--- src/rtl/adcSeqPkg.sv ---
package adcSeqPkg;

  typedef enum logic [1:0] {
    OP_CONV = 2'd0,
    OP_PART = 2'd1,
    OP_FULL = 2'd2,
    OP_WAKE = 2'd3
  } cmdOp_e;

  typedef enum logic [1:0] {
    PWR_ACTIVE  = 2'd0,
    PWR_PARTIAL = 2'd1,
    PWR_FULL    = 2'd2
  } pwr_e;

  // Strobes from control to datapath
  typedef struct packed {
    logic shiftEn;
    logic loadResult;
  } dpStrobe_t;

endpackage

--- src/rtl/adcSeqDatapath.sv ---
module adcSeqDatapath
  import adcSeqPkg::*;
#(
  parameter int LANES      = 2,
  parameter int DATA_W     = 14,
  parameter int FRAME_CLKS = 16
) (
  input  logic                          clk,
  input  logic                          rstN,
  input  logic [LANES-1:0]              sdata,
  input  dpStrobe_t                     strobe,
  output logic [LANES-1:0][DATA_W-1:0]  result,
  output logic                          resultValid
);

  localparam int SHIFT_W = FRAME_CLKS;

  for (genvar g = 0; g < LANES; g++) begin : gLane
    logic [SHIFT_W-1:0] shiftReg;

    always_ff @(posedge clk or negedge rstN) begin
      if (!rstN) begin
        shiftReg  <= '0;
        result[g] <= '0;
      end else begin
        if (strobe.shiftEn) begin
          shiftReg <= {shiftReg[SHIFT_W-2:0], sdata[g]};
        end
        if (strobe.loadResult) begin
          // leading bits fall off the top; the low DATA_W bits are the sample
          result[g] <= shiftReg[DATA_W-1:0];
        end
      end
    end
  end

  always_ff @(posedge clk or negedge rstN) begin
    if (!rstN) begin
      resultValid <= 1'b0;
    end else begin
      resultValid <= strobe.loadResult;
    end
  end

endmodule

--- src/rtl/adcSeqCtrl.sv ---
module adcSeqCtrl
  import adcSeqPkg::*;
#(
  parameter int FRAME_CLKS = 16,
  parameter int EARLY_FALL = 5,
  parameter int CNT_W      = 16
) (
  input  logic             clk,
  input  logic             rstN,
  input  logic             cmdValid,
  input  logic [1:0]       cmdOp,
  input  logic [CNT_W-1:0] partialDelay,
  input  logic [CNT_W-1:0] fullDelay,
  output logic             csN,
  output logic             sclk,
  output logic             busy,
  output logic [1:0]       powerState,
  output logic             cmdError,
  output logic             dataInvalid,
  output dpStrobe_t        strobe
);

  localparam int FULL_EDGES  = 2 * FRAME_CLKS;
  localparam int EARLY_EDGES = 2 * EARLY_FALL;
  localparam int EDGE_W      = $clog2(FULL_EDGES + 1);

  typedef enum logic [1:0] {S_IDLE, S_FRAME, S_GAP, S_WAIT} seqState_e;

  seqState_e        state;
  logic [EDGE_W-1:0] edgeCnt;
  logic [EDGE_W-1:0] nextEdge;
  logic [EDGE_W-1:0] frameLimit;
  cmdOp_e           curOp;
  logic             secondPass;
  pwr_e             pwr;
  logic [CNT_W-1:0] waitCnt;
  logic             isDown;
  logic             frameEnd;
  logic             legal;

  always_comb begin
    nextEdge   = edgeCnt + 1'b1;
    isDown     = (curOp == OP_PART) || (curOp == OP_FULL);
    frameLimit = isDown ? EDGE_W'(EARLY_EDGES) : EDGE_W'(FULL_EDGES);
    frameEnd   = (state == S_FRAME) && (nextEdge == frameLimit);
    legal      = (cmdOp == OP_WAKE) ? (pwr != PWR_ACTIVE) : (pwr == PWR_ACTIVE);
    strobe.shiftEn    = (state == S_FRAME) && !edgeCnt[0];
    strobe.loadResult = frameEnd && (curOp == OP_CONV);
  end

  assign busy       = (state != S_IDLE);
  assign powerState = pwr;

  always_ff @(posedge clk or negedge rstN) begin
    if (!rstN) begin
      state       <= S_IDLE;
      edgeCnt     <= '0;
      curOp       <= OP_CONV;
      secondPass  <= 1'b0;
      pwr         <= PWR_ACTIVE;
      waitCnt     <= '0;
      csN         <= 1'b1;
      sclk        <= 1'b1;
      cmdError    <= 1'b0;
      dataInvalid <= 1'b0;
    end else begin
      cmdError    <= 1'b0;
      dataInvalid <= 1'b0;
      unique case (state)
        S_IDLE: begin
          if (cmdValid) begin
            if (legal) begin
              state      <= S_FRAME;
              curOp      <= cmdOp_e'(cmdOp);
              edgeCnt    <= '0;
              secondPass <= 1'b0;
              csN        <= 1'b0;
              sclk       <= 1'b1;
            end else begin
              cmdError <= 1'b1;
            end
          end
        end
        S_FRAME: begin
          edgeCnt <= nextEdge;
          sclk    <= ~sclk;
          if (frameEnd) begin
            csN  <= 1'b1;
            sclk <= 1'b1;
            unique case (curOp)
              OP_CONV: state <= S_IDLE;
              OP_PART: begin
                pwr   <= PWR_PARTIAL;
                state <= S_IDLE;
              end
              OP_FULL: begin
                if (!secondPass) begin
                  secondPass <= 1'b1;
                  state      <= S_GAP;
                end else begin
                  pwr   <= PWR_FULL;
                  state <= S_IDLE;
                end
              end
              OP_WAKE: begin
                dataInvalid <= 1'b1;
                waitCnt     <= (pwr == PWR_PARTIAL) ? partialDelay : fullDelay;
                pwr         <= PWR_ACTIVE;
                state       <= S_WAIT;
              end
            endcase
          end
        end
        S_GAP: begin
          csN     <= 1'b0;
          sclk    <= 1'b1;
          edgeCnt <= '0;
          state   <= S_FRAME;
        end
        S_WAIT: begin
          if (waitCnt == '0) begin
            state <= S_IDLE;
          end else begin
            waitCnt <= waitCnt - 1'b1;
          end
        end
      endcase
    end
  end

endmodule

--- src/rtl/adcPowerSeq.sv ---
module adcPowerSeq
  import adcSeqPkg::*;
#(
  parameter int DATA_W     = 14,
  parameter int FRAME_CLKS = 16,
  parameter int EARLY_FALL = 5,
  parameter int CNT_W      = 16
) (
  input  logic              clk,
  input  logic              rstN,
  input  logic              cmdValid,
  input  logic [1:0]        cmdOp,
  input  logic [CNT_W-1:0]  partialDelay,
  input  logic [CNT_W-1:0]  fullDelay,
  output logic              csN,
  output logic              sclk,
  input  logic              sdataA,
  input  logic              sdataB,
  output logic              resultValid,
  output logic [DATA_W-1:0] resultA,
  output logic [DATA_W-1:0] resultB,
  output logic              dataInvalid,
  output logic              cmdError,
  output logic              busy,
  output logic [1:0]        powerState
);

  localparam int LANES = 2;

  dpStrobe_t                        strobe;
  logic [LANES-1:0][DATA_W-1:0]     laneResult;

  adcSeqCtrl #(
    .FRAME_CLKS (FRAME_CLKS),
    .EARLY_FALL (EARLY_FALL),
    .CNT_W      (CNT_W)
  ) ctrl (
    .clk          (clk),
    .rstN         (rstN),
    .cmdValid     (cmdValid),
    .cmdOp        (cmdOp),
    .partialDelay (partialDelay),
    .fullDelay    (fullDelay),
    .csN          (csN),
    .sclk         (sclk),
    .busy         (busy),
    .powerState   (powerState),
    .cmdError     (cmdError),
    .dataInvalid  (dataInvalid),
    .strobe       (strobe)
  );

  adcSeqDatapath #(
    .LANES      (LANES),
    .DATA_W     (DATA_W),
    .FRAME_CLKS (FRAME_CLKS)
  ) dp (
    .clk         (clk),
    .rstN        (rstN),
    .sdata       ({sdataB, sdataA}),
    .strobe      (strobe),
    .result      (laneResult),
    .resultValid (resultValid)
  );

  assign resultA = laneResult[0];
  assign resultB = laneResult[1];

endmodule

--- config.mk ---
export PLATFORM = sky130hd
export DESIGN_NAME = adcPowerSeq
export DESIGN_NICKNAME = d
export VERILOG_FILES = /design/src/rtl/adcSeqPkg.sv /design/src/rtl/adcSeqDatapath.sv /design/src/rtl/adcSeqCtrl.sv /design/src/rtl/adcPowerSeq.sv
export SDC_FILE = /design/constraint.sdc
export NUM_CORES = 1
export LEC_CHECK = 0
export CAP_MARGIN = 5
export CORE_MARGIN = 3
export CORE_UTILIZATION = 57
export CTS_CLUSTER_DIAMETER = 40
export DETAILED_ROUTE_END_ITERATION = 10
export PLACE_DENSITY = 0.87
export SLEW_MARGIN = 20
export SYNTH_ARGS = -nofsm -noshare
export SYNTH_HDL_FRONTEND = slang
export SYNTH_SLANG_ARGS = --single-unit
export TNS_END_PERCENT = 50
--- constraint.sdc ---
create_clock -name clk -period 7.5 [get_ports clk]
set_input_delay 2.25 -clock clk [delete_from_list [all_inputs] [get_ports clk]]
set_output_delay 2.25 -clock clk [all_outputs]
set_load 0.005 [all_outputs]
==> results.py <==
metrics = {
    "critical_path": {
        "worstSetupPathType": "flop to output pin",
        "critical_path_arrival_ns": 1.60,
        "worst_setup_path_end_kind": "output pin",
        "r2r_start": "ctrl.edgeCnt[0]$_DFFE_PN0P_",
        "r2r_slack_ns": 4.54,
        "cp_max_fo": 7,
        "required_ns": 5.25,
        "timing.rr.end": "ctrl.powerState[1]$_DFFE_PN0P_",
        "reg2reg_depth": 7,
        "start_kind": "flop",
    },
    "routing": {
        "drc": 0,
        "first_iter_violations": 244,
        "vias": 3256,
        "ant_nets": 0,
        "wire_per_inst_um": 16.4,
        "viasPerCell": 5.84,
        "dr.pass1.iters": 5,
        "wirelength_um": 9130,
    },
    "timing": {
        "max_freq_ghz": 0.260,
        "setup_viol_count_final": 0,
        "worstMarginPinSlew_ns": 0.737,
        "post-route-period-util_pct": 51.3,
        "rsz0062_at_grt": "no",
        "final_hold_viol_count": 0,
        "holdWs_ns": 0.485,
        "maxSlewHeadroom_pct": 50.8,
        "fin_skew_ns": 0.00436,
        "min_period_ns": 3.85,
        "drv_slew": 0,
        "tns_ns": 0,
    },
    "clocking": {
        "hold_buffers": 0,
        "cts_tree": "done",
        "clockBufferDepth": 2,
        "clkSinkCount": 90,
        "cts_root_buf": "clkbuf_8",
        "cts_setup_buffers": 0,
        "cts_buffers": 9,
        "ctsResizeCount": 0,
        "htreeDepth": 3,
        "clkTransAtPathRegs_ns": 0.09,
        "clock_latency_ns": 0.36,
    },
    "yosys": {
        "synth_cells": 389,
        "ys_ff_latch": 90,
        "syn_avg_cell_area_um2": 11.0,
        "ys_async_sr_fraction_pct": 100,
        "synth_cell_type_count": 49,
        "synth_nets": 435,
        "synthTopCellsByArea": "dfrtp_1 (51%), mux2_2 (15%), nand2_1 (4.7%)",
        "seq_area_frac_synth_pct": 52.6,
        "netlist_area_um2": 4290,
        "ys.flop_type": "dfrtp_1",
        "yosys.area.top_type": "dfrtp_1",
        "yosysWarnings": 0,
        "synth_edf_count": 0,
        "yosysTopAreaCellShare_pct": 51.4,
    },
    "final_layout": {
        "diodes": 0,
        "num-fill-cells": 486,
        "final_nets": 503,
        "syn2layout_area_growth_pct": 23.8,
        "layout-drive-gt1-share_pct": 19.5,
    },
    "pwr": {
        "cellPowerDensity_nw_per_um2": 170,
        "leakagePower_nw": 2.25,
        "ir_drop_mv": 0.127,
    },
    "hold_path": {
        "hold_path_class": "flop to flop",
        "whs_endpoint": "ctrl.csN$_DFFE_PN1P_",
        "holdPathStages": 2,
        "hold_path.startpoint": "ctrl.csN$_DFFE_PN1P_",
    },
    "place": {
        "dp_hpwl_um": 6120,
        "io_buffers": 74,
        "finalWeightedCongestion": 0.845,
    },
    "floorplan": {
        "rows": 30,
        "dieHeight_um": 92.7,
        "io_pins": 75,
        "die_area_um2": 8600,
        "die_w_um": 92.7,
        "coreArea_um2": 7060,
        "start_util_pct": 60.7,
    },
    "grt": {
        "grt_pass1_vias": 3201,
        "grt_overflow": 0,
        "grt_usage_pct": 22.6,
        "antenna_found_initial": 0,
        "grt_max_degree": 47,
        "grt_pass1_wl_um": 15500,
    },
    "outcome": {
        "outcome": "completed",
    },
    "job": {
        "timing.max_cap.violations": 0,
    },
}
cells in the final DEF, fill, tap and decap left out, types with 4 or more instances in the layout:
| cell type | Yosys | layout |
|---|---|---|
| a21oi_1 | 23 | 23 |
| a32o_1 | 6 | 6 |
| buf_4 | 3 | 6 |
| clkbuf_8 | 0 | 11 |
| clkdlybuf4s50_1 | 0 | 73 |
| dfrtp_1 | 88 | 88 |
| ha_1 | 7 | 7 |
| inv_1 | 6 | 6 |
| inv_6 | 0 | 4 |
| mux2_2 | 57 | 57 |
| mux2i_1 | 4 | 4 |
| nand2_1 | 54 | 54 |
| nand3_1 | 10 | 10 |
| nand4_1 | 5 | 5 |
| nor2_1 | 20 | 19 |
| nor2b_1 | 4 | 4 |
| nor4_1 | 6 | 6 |
| o21ai_0 | 24 | 23 |
| or3_1 | 4 | 4 |
Yosys cell counts, types with 3 or more instances:
cell / n
a21o_1: 3
a21oi_1: 23
a22o_1: 3
a32o_1: 6
and3_1: 3
buf_1: 4
buf_4: 3
clkbuf_1: 14
dfrtp_1: 88
ha_1: 7
inv_1: 6
mux2_2: 57
mux2i_1: 4
nand2_1: 54
nand3_1: 10
nand4_1: 5
nor2_1: 20
nor2b_1: 4
nor3_1: 3
nor4_1: 6
o21ai_0: 24
o2bb2ai_1: 3
or3_1: 4
xnor2_1: 3
routing by layer:
metal,GRT usage [%],part of all wire (%)
met1,30.5,44
met2,34.1,46
met3,6.58,7.6
met4,10.3,1.8
met5,0,0
report_power, final:
part / internal (W) / total [W] / switching, W
registers: 0.000493 / 0.000498 / 0.00000542
clock network: 0.000177 / 0.000362 / 0.000184
logic: 0.0000265 / 0.0000438 / 0.0000173
worst max path at each step:
stage,from,slack [ns],cells past startpoint,end
after floorplan,cmdOp[0],4.23,7,ctrl.edgeCnt[2]$_DFFE_PN0P_
after global placement,cmdOp[0],3.72,7,ctrl.edgeCnt[3]$_DFFE_PN0P_
after detailed placement,cmdOp[0],3.66,7,ctrl.edgeCnt[5]$_DFFE_PN0P_
after CTS,ctrl.state[0]$_DFFE_PN0P_,3.64,3,busy
after global routing,ctrl.state[0]$_DFFE_PN0P_,3.51,3,busy
final,ctrl.state[0]$_DFFE_PN0P_,3.65,3,busy
cells by family after synthesis:
group | synth area share [%]
mux | 16.5
flops | 52.6
simple gates | 14.1
buf+inv | 2.74
xor+xnor | 0.613
compound gates | 11.4
fa+ha+maj | 2.04
final cells by class:
cell class,count,area (um2),area share [%]
well taps,96,120,2.26
repair buffers,79,776,14.6
inverters,6,22.5,0.424
flip-flops and latches,90,2250,42.5
clock inverters,5,65.1,1.23
multi-input cells,271,1920,36.1
clock buffers,11,151,2.85
flip-flops by register name (all words and copies together), names as in the netlist:
name	flops
dp.result	28
ctrl.state	2
ctrl.waitCnt	16
ctrl.edgeCnt	6
ctrl.csN	1
ctrl.secondPass	1
ctrl.cmdError	1
ctrl.dataInvalid	1
dp.gLane.shiftReg	28
ctrl.sclk	1
dp.resultValid	1
ctrl.curOp	2
ctrl.powerState	2
stage by stage:
step	area [um2]	setup slack, ns	std cells	power, W	util (%)
3_5_place_dp	5090	3.66	542	0.000552	72.1
4_1_cts	5310	3.64	558	0.000910	75.2
2_1_floorplan	4290	4.23	389	0.000518	-
6_report	5310	3.65	558	0.000903	75.2
3_3_place_gp	5090	3.72	542	0.000550	72.1
5_1_grt	5310	3.51	558	0.000938	75.2
critical path, cell delays in order (launching register included):
cell and delay, ns:
dfrtp_1 0.45, nor2_1 0.27, inv_1 0.07, clkdlybuf4s50_1 0.45
No activity file was read; power rests on OpenSTA's default activity.
